### config.mk
export PLATFORM = sky130hd
export DESIGN_NAME = mdio_c45_master
export DESIGN_NICKNAME = d
export VERILOG_FILES = /design/src/rtl/mdio_c45_pkg.sv /design/src/rtl/mdio_clk_div.sv /design/src/rtl/mdio_frame_shifter.sv /design/src/rtl/mdio_rd_capture.sv /design/src/rtl/mdio_c45_master.sv
export SDC_FILE = /design/constraint.sdc
export NUM_CORES = 1
export LEC_CHECK = 0
export ABC_AREA = 1
export BUFFER_PORTS_ARGS = -buffer_cell sky130_fd_sc_hd__buf_4
export CORE_UTILIZATION = 52
export DETAILED_ROUTE_END_ITERATION = 10
export PLACE_DENSITY_LB_ADDON = 0.3
export SYNTH_ARGS = -nofsm -noshare
export SYNTH_HDL_FRONTEND = slang
export SYNTH_HIERARCHICAL = 1
export SYNTH_SLANG_ARGS = --single-unit
### constraint.sdc
create_clock -name clk -period 1.61 [get_ports clk]
set_input_delay 0.483 -clock clk [delete_from_list [all_inputs] [get_ports clk]]
set_output_delay 0.483 -clock clk [all_outputs]
set_load 0.01 [all_outputs]
### src/rtl/mdio_c45_pkg.sv
package mdio_c45_pkg;

    localparam int FRAME_BITS = 64;
    localparam int IDX_W      = $clog2(FRAME_BITS);
    localparam int TA_FIRST   = 46;
    localparam int TA_SECOND  = 47;
    localparam int DATA_FIRST = 48;

    typedef enum logic [1:0] {
        OP_ADDR  = 2'b00,
        OP_WRITE = 2'b01,
        OP_INCR  = 2'b10,
        OP_READ  = 2'b11
    } mdio_op_e;

    typedef struct packed {
        mdio_op_e    op;
        logic [4:0]  port;
        logic [4:0]  dev;
        logic [15:0] word;
    } mdio_req_t;

    function automatic logic op_allowed(mdio_op_e op);
        return op != OP_INCR;
    endfunction

    function automatic logic [FRAME_BITS-1:0] build_frame(mdio_req_t r);
        logic [1:0] ta;
        ta = (r.op == OP_READ) ? 2'b11 : 2'b10;
        return {32'hFFFF_FFFF, 2'b00, r.op, r.port, r.dev, ta, r.word};
    endfunction

endpackage

### src/rtl/mdio_clk_div.sv
module mdio_clk_div #(
    parameter int HALF_DIV = 4
) (
    input  logic clk,
    input  logic rst,
    input  logic run,
    output logic mdc,
    output logic rise,
    output logic fall
);
    localparam int CW = (HALF_DIV > 1) ? $clog2(HALF_DIV) : 1;

    logic [CW-1:0] cnt;
    logic          term;

    assign term = (cnt == CW'(HALF_DIV - 1));
    assign rise = run && term && !mdc;
    assign fall = run && term && mdc;

    always_ff @(posedge clk) begin
        if (rst || !run) begin
            cnt <= '0;
            mdc <= 1'b0;
        end else if (term) begin
            cnt <= '0;
            mdc <= ~mdc;
        end else begin
            cnt <= cnt + 1'b1;
        end
    end
endmodule

### src/rtl/mdio_frame_shifter.sv
module mdio_frame_shifter
    import mdio_c45_pkg::*;
(
    input  logic                  clk,
    input  logic                  rst,
    input  logic                  load,
    input  logic [FRAME_BITS-1:0] frame_in,
    input  logic                  advance,
    output logic                  bit_out,
    output logic [IDX_W-1:0]      idx,
    output logic                  last
);
    logic [FRAME_BITS-1:0] shreg;

    assign bit_out = shreg[FRAME_BITS-1];
    assign last    = (idx == IDX_W'(FRAME_BITS - 1));

    always_ff @(posedge clk) begin
        if (rst) begin
            shreg <= '1;
            idx   <= '0;
        end else if (load) begin
            shreg <= frame_in;
            idx   <= '0;
        end else if (advance) begin
            shreg <= {shreg[FRAME_BITS-2:0], 1'b1};
            idx   <= idx + 1'b1;
        end
    end
endmodule

### src/rtl/mdio_rd_capture.sv
module mdio_rd_capture (
    input  logic        clk,
    input  logic        rst,
    input  logic        clear,
    input  logic        sample_ta,
    input  logic        sample_data,
    input  logic        mdio_i,
    output logic [15:0] rd_data,
    output logic        rd_err
);
    always_ff @(posedge clk) begin
        if (rst) begin
            rd_data <= '0;
            rd_err  <= 1'b0;
        end else begin
            if (clear) begin
                rd_err <= 1'b0;
            end else if (sample_ta && mdio_i) begin
                rd_err <= 1'b1;
            end
            if (sample_data) begin
                rd_data <= {rd_data[14:0], mdio_i};
            end
        end
    end
endmodule

### src/rtl/mdio_c45_master.sv
module mdio_c45_master
    import mdio_c45_pkg::*;
#(
    parameter int HALF_DIV = 4
) (
    input  logic        clk,
    input  logic        rst,
    input  logic        req_valid,
    input  logic [1:0]  req_op,
    input  logic [4:0]  req_port,
    input  logic [4:0]  req_dev,
    input  logic [15:0] req_word,
    output logic        busy,
    output logic        done,
    output logic        req_reject,
    output logic [15:0] rd_data,
    output logic        rd_err,
    output logic        mdc,
    output logic        mdio_o,
    output logic        mdio_oe,
    input  logic        mdio_i
);
    mdio_req_t        req;
    logic             accept;
    logic             refuse;
    logic             is_read;
    logic             rise;
    logic             fall;
    logic             bit_out;
    logic [IDX_W-1:0] idx;
    logic             last;
    logic             frame_end;

    assign req.op   = mdio_op_e'(req_op);
    assign req.port = req_port;
    assign req.dev  = req_dev;
    assign req.word = req_word;

    assign accept    = req_valid && !busy && op_allowed(req.op);
    assign refuse    = req_valid && !busy && !op_allowed(req.op);
    assign frame_end = busy && fall && last;

    mdio_clk_div #(.HALF_DIV(HALF_DIV)) div_i (
        .clk  (clk),
        .rst  (rst),
        .run  (busy),
        .mdc  (mdc),
        .rise (rise),
        .fall (fall)
    );

    mdio_frame_shifter shift_i (
        .clk      (clk),
        .rst      (rst),
        .load     (accept),
        .frame_in (build_frame(req)),
        .advance  (busy && fall),
        .bit_out  (bit_out),
        .idx      (idx),
        .last     (last)
    );

    mdio_rd_capture cap_i (
        .clk         (clk),
        .rst         (rst),
        .clear       (accept),
        .sample_ta   (busy && is_read && rise && idx == IDX_W'(TA_SECOND)),
        .sample_data (busy && is_read && rise && idx >= IDX_W'(DATA_FIRST)),
        .mdio_i      (mdio_i),
        .rd_data     (rd_data),
        .rd_err      (rd_err)
    );

    always_ff @(posedge clk) begin
        if (rst) begin
            busy       <= 1'b0;
            done       <= 1'b0;
            req_reject <= 1'b0;
            is_read    <= 1'b0;
        end else begin
            done       <= frame_end;
            req_reject <= refuse;
            if (accept) begin
                busy    <= 1'b1;
                is_read <= (req.op == OP_READ);
            end else if (frame_end) begin
                busy <= 1'b0;
            end
        end
    end

    assign mdio_o  = busy ? bit_out : 1'b1;
    assign mdio_oe = busy && !(is_read && idx >= IDX_W'(TA_FIRST));
endmodule

# Word-level counts from Yosys, hierarchy flattened
# Cells that the tools add are included.
# totals
wordCells	51
in_bits	32
output_inout_bits	23
ff_bits	94
# classes
n_eq_ne	5
n_bitwise	1
addsub	2
order_cmp	2
n_mux	6
n_reduce_logical	24
# op_table
operator	count
$mux W32	2
$logic_and A1 B1 Y1	15
$eq A6 B6 Y1 const B	2
$ge A6 B6 Y1 const B	2
$add A6 B1 Y6 const B	1
$eq A2 B2 Y1 const B	2
$logic_not A1 Y1	4
$mux W1	4
$reduce_bool A2 Y1	2
$reduce_or A2 Y1	2
$add A2 B1 Y2 const B	1
$ne A2 B2 Y1 const B	1
$logic_or A1 B1 Y1	1
$not A1 Y1	1

# Longest topological paths before layout
# depth
ltp_word	7
ltp_mapped	12
depth_no_buf	11

# By module
# Netlist, hierarchy kept.
# by_module_without_submodules
module	n_inst	seq_area_each_um2	cells_per_inst	area_per_inst_um2
mdio_frame_shifter	1	1401.3	329	3105.5
mdio_rd_capture	1	340.3	108	705.7
mdio_c45_master	1	80.1	37	231.5
mdio_clk_div	1	60.1	17	135.1

# Worst setup path after synthesis
# No wires, ideal clock.
# synth_timing
path_type	register to register
start	register busy
end	register shift_i.shreg[10]
t_required_ps	1551
path_stages_with_launch	11
setup_time_ps	59
path_buffers	2
path_slack_ps	13
arrival_time_ps	1538
synth_period_minus_slack_ps	1597
cell_sequence	dfxtp_1 > inv_1 > nor2_1 > nand2_1 > inv_2 > buf_4 > inv_2 > nor2_4 > buf_6 > a22oi_2 > nand2_1
# synth_via
elab_chain_len	4
elab_cells_between_ends	8
cone_classes	mux: 1; reduce/logical: 7
# synth_lines
element	line	rtl
from (decl)	mdio_c45_master.sv:13	output logic busy,
from (signal assigned)	mdio_c45_master.sv:76	busy <= 1'b0;
from (signal assigned)	mdio_c45_master.sv:84	busy <= 1'b1;
from (signal assigned)	mdio_c45_master.sv:87	busy <= 1'b0;
$logic_and A1 B1 Y1 (2 in a row)	mdio_clk_div.sv:18	assign fall = run && term && mdc;
via fall	mdio_c45_master.sv:28	logic fall;
$logic_and A1 B1 Y1	mdio_c45_master.sv:57	.advance (busy && fall),
$reduce_bool A2 Y1 (no line)	n/a	
to (signal assigned)	mdio_frame_shifter.sv:23	shreg <= frame_in;
to (signal assigned)	mdio_frame_shifter.sv:26	shreg <= {shreg[FRAME_BITS-2:0], 1'b1};
to (decl)	mdio_frame_shifter.sv:13	logic [FRAME_BITS-1:0] shreg;
# The timed path passes the listed nets, and every way through them passes these cells.
# A chain may end at the register's enable or synchronous reset.

# Final worst setup path
# layout_timing
start	register shift_i.idx[2]
end	output port mdio_oe
# layout_via
elab_chain_len	4
# layout_lines
element	line	rtl
from (decl)	mdio_frame_shifter.sv:10	output logic [IDX_W-1:0] idx,
from (signal assigned)	mdio_frame_shifter.sv:27	idx <= idx + 1'b1;
$ge A6 B6 Y1	mdio_c45_master.sv:93	assign mdio_oe = busy && !(is_read && idx >= IDX_W'(TA_FIRST));
$logic_and A1 B1 Y1	mdio_c45_master.sv:93	
$logic_not A1 Y1	mdio_c45_master.sv:93	
$logic_and A1 B1 Y1	mdio_c45_master.sv:93	
to (decl)	mdio_c45_master.sv:20	output logic mdio_oe,
# No other way between the ends.

==> reports/qor.txt <==
========================================================================================
Mean area per synthesized cell ............................................   8.509 um^2
Hold Path Sink ............................................................ shift_i/shreg[7]
Hold path depth ...........................................................            3
Flop and latch count out of synthesis .....................................           94
Period utilisation layout .................................................       109.0%
Area of the mapped netlist ................................................    4178 um^2
Final antenna diode count .................................................            0
Peak clock frequency supported by timing ..................................   0.5696 GHz
Detail-routed net length per standard cell ................................     13.04 um
Library cell contributing the largest single delay on the critical path ... sky130_fd_sc_hd__dfxtp_2
Final period demand of the worst path .....................................      1755 ps
Die height ................................................................     91.64 um
H-tree levels .............................................................            3
Number of I/O pins ........................................................           55
Worst R2R End ............................................................. shift_i/shreg[60]
Overall Power .............................................................     4.871 mW
Number of endpoints failing setup at the final stage ......................            3
Sequential cell area in the final layout ..................................    1894 um^2
Post-layout nets ..........................................................          635
Number of distinct standard cells referenced by the synthesized netlist ...           28
Worst-path clk slew .......................................................        90 ps
Post-DRT Antenna Nets .....................................................            0
Worst-case clock skew .....................................................     14.43 ps
Fillers ...................................................................          573
Most common cell after layout, fill and taps aside ........................ sky130_fd_sc_hd__nand2_1
Area of the die ...........................................................    8397 um^2
Leakage power figure ......................................................     2.232 nW
Proportion of synthesized chip area in sequential cells ...................       45.04%
Element type at the critical path end ..................................... primary output
Global-route wire length before repair ....................................     14110 um
Worst path max stage delay ................................................       340 ps
Drt first-iter violations .................................................          163
P&R area growth vs syn ....................................................       31.69%
Initial antenna violation count ...........................................            0
Worst IR Drop VDD .........................................................    0.5463 mV
Violations in the final reports ........................................... negative setup slack
Buffer cell driving the clock tree root ................................... sky130_fd_sc_hd__clkbuf_8
Worst reg-to-reg setup slack ..............................................       -10 ps
Source-to-sink clock delay at the later pin of the worst-skew pair ........       360 ps
Fraction of final layout cells with drive strength greater than 1 .........       33.50%
Post-detailed-routing wire length .........................................      9233 um
Critical path peak fanout .................................................            2
Critical path required time ...............................................      1130 ps
Pins over their slew limit ................................................            0
Crit path cell chain ...................................................... nand2_1 -> nor2_1 -> nand2_1 -> nand2_1 -> a21oi_2 -> buf_4
Critical path class .......................................................      reg2out
Share of the core filled with cells .......................................       70.83%
Via count .................................................................         3542
Core area .................................................................    7767 um^2
Final global-route overflow total .........................................            0
Startpoint of the worst-slack reg-to-reg timing path ...................... div_i/cnt[0]
Die Wd ....................................................................     91.64 um
Maximum root-to-sink buffer count .........................................            2
Count of yosys warnings during synthesis ..................................            6
CTS buffer count ..........................................................            9
Clock Sink Count ..........................................................           94
Vias per cell .............................................................        5.003
Power density cells ....................................................... 885.4 nW/um^2
Placer Congestion .........................................................       0.7354
FF-to-FF path depth .......................................................           12
Total count of hold-check failures in the final report ....................            0
Arrival time of the worst setup path ......................................      1270 ps
Most used cell, CP ........................................................ sky130_fd_sc_hd__nand2_1
Setup crit start kind .....................................................     register
Setup repair after global routing missed its margin .......................         true
Worst hold margin .........................................................     340.1 ps
Main area contributors after synthesis .................................... sky130_fd_sc_hd__dfxtp_1 (45%), sky130_fd_sc_hd__a22oi_2 (17%), sky130_fd_sc_hd__nand2_1 (11%), sky130_fd_sc_hd__a21oi_1 (8.3%), sky130_fd_sc_hd__nor2_1 (4.4%)
Commonest cells after routing, fill and taps aside ........................ sky130_fd_sc_hd__nand2_1 (123), sky130_fd_sc_hd__dfxtp_1 (86), sky130_fd_sc_hd__buf_4 (73), sky130_fd_sc_hd__a21oi_1 (68), sky130_fd_sc_hd__a22oi_2 (59)
Area used by multi-input combinational logic ..............................    2102 um^2
First-pass detailed-route iteration total .................................            4
Number of global-route vias before repair .................................         3259
Area after detailed placement .............................................    4868 um^2
Clock tree from TritonCTS .................................................          yes
DRC violations left .......................................................            0
Starting density of the core ..............................................       53.79%
Total half-perimeter wirelength after legalization and detailed placement .      5144 um
Count of port buffers added during placement ..............................           54
Area share of the largest cell type after synthesis .......................       45.04%
Cell count after synthesis ................................................          491
Post-route cell area ......................................................    5502 um^2
Cell taking the most area after synthesis ................................. sky130_fd_sc_hd__dfxtp_1
Result of the run ......................................................... finished with violations
Startpoint of the most critical hold path .................................  req_word[7]
Pin count of the biggest net entering global routing ......................           65
Setup Total Neg Slack .....................................................    -156.7 ps
Setup slack after layout ..................................................    -145.5 ps
Number of max-cap violations ..............................................            0
Classification of the worst-slack hold path ...............................       in2reg
Overall routing resource usage ............................................       20.75%
Number of standard-cell rows in the floorplan .............................           32
========================================================================================
[layout make-up]
cell class	instances	share of cell area, %
well taps	102	2.320
clock inverters	4	0.9779
multi-input cells	361	38.21
repair buffers	97	18.29
clock buffers	12	3.002
inverters	38	2.775
flip-flops and latches	94	34.43
[power breakdown]
part	leakage, nW	internal (mW)	switching [mW]	total (mW)
Clock	0.105	0.848	0.814	1.66
Sequential	0.777	2.47	0.0990	2.57
Combinational	1.35	0.319	0.323	0.641
Total	2.23	3.64	1.24	4.87
[logic make-up (layout without fill, tap and decap cells)]
family,count (synthesis),in the layout,share of synthesized area (%)
adders and majority gates,2,2,0.5989
and+or+nand+nor,190,190,18.45
AOI/OAI and AO/OA,134,134,26.77
DFF,94,94,45.04
buffers and inverters,69,151,8.955
other,2,35,0.1798
[synth_stat cells (all sizes together)]
cell type	number
conb	2
nor3	2
nor4	1
inv	38
ha	2
nor3b	2
dfxtp	94
buf	25
o21ai	2
a21oi	70
clkbuf	6
nor2	52
a22oi	61
o22ai	1
nand2	126
nand3	6
or2	1
[per-stage QoR]
step	setup WS (ps)	instances
after floorplan	12.82	524
after global placement	30.08	669
after detailed placement	-11.62	669
after CTS	-70.29	692
after global routing	-206.4	708
final	-145.5	708
[per-layer routing]
layer	share of wire, %	track usage [%]
met1	46	25.59
met2	49	35.09
met3	3.4	3.814
met4	1.7	9.524
met5	0	0
[repair_timing]
| item | 4_1_cts | 5_1_grt |
|---|---|---|
| hold buffers | 0 | 0 |
| setup buffers | 7 | 9 |
| setup endpoints to repair | 2 | 85 |
| gates cloned | 0 | 7 |
| pin swaps | 2 | 8 |
| resized for setup | 10 | 24 |
[critical path: cells and delay by family, from the launching register on]
| family | cells | cell delay (ps) |
|---|---|---|
| buffers and inverters | 1 | 140 |
| and+or+nand+nor | 4 | 280 |
| DFF | 1 | 340 |
| AOI/OAI and AO/OA | 1 | 160 |
[how the worst max path moves through the flow]
| stage | start | to | slack (ps) | cells past startpoint |
|---|---|---|---|---|
| after floorplan | busy | shift_i/shreg[10] | 10 | 10 |
| after global placement | req_op[0] | shift_i/shreg[47] | 30 | 9 |
| after detailed placement | req_op[0] | shift_i/shreg[47] | -10 | 9 |
| after CTS | shift_i/idx[2] | mdio_oe | -70 | 6 |
| after global routing | shift_i/idx[2] | mdio_oe | -210 | 6 |
| final | shift_i/idx[2] | mdio_oe | -150 | 6 |
[state kept, by name (all words and copies together) (netlist names)]
name           flops
busy               1
cap_i/rd_data     16
cap_i/rd_err       1
div_i/cnt          2
div_i/mdc          1
done               1
is_read            1
req_reject         1
shift_i/idx        6
shift_i/shreg     64
(Power assumes the default switching activity.)
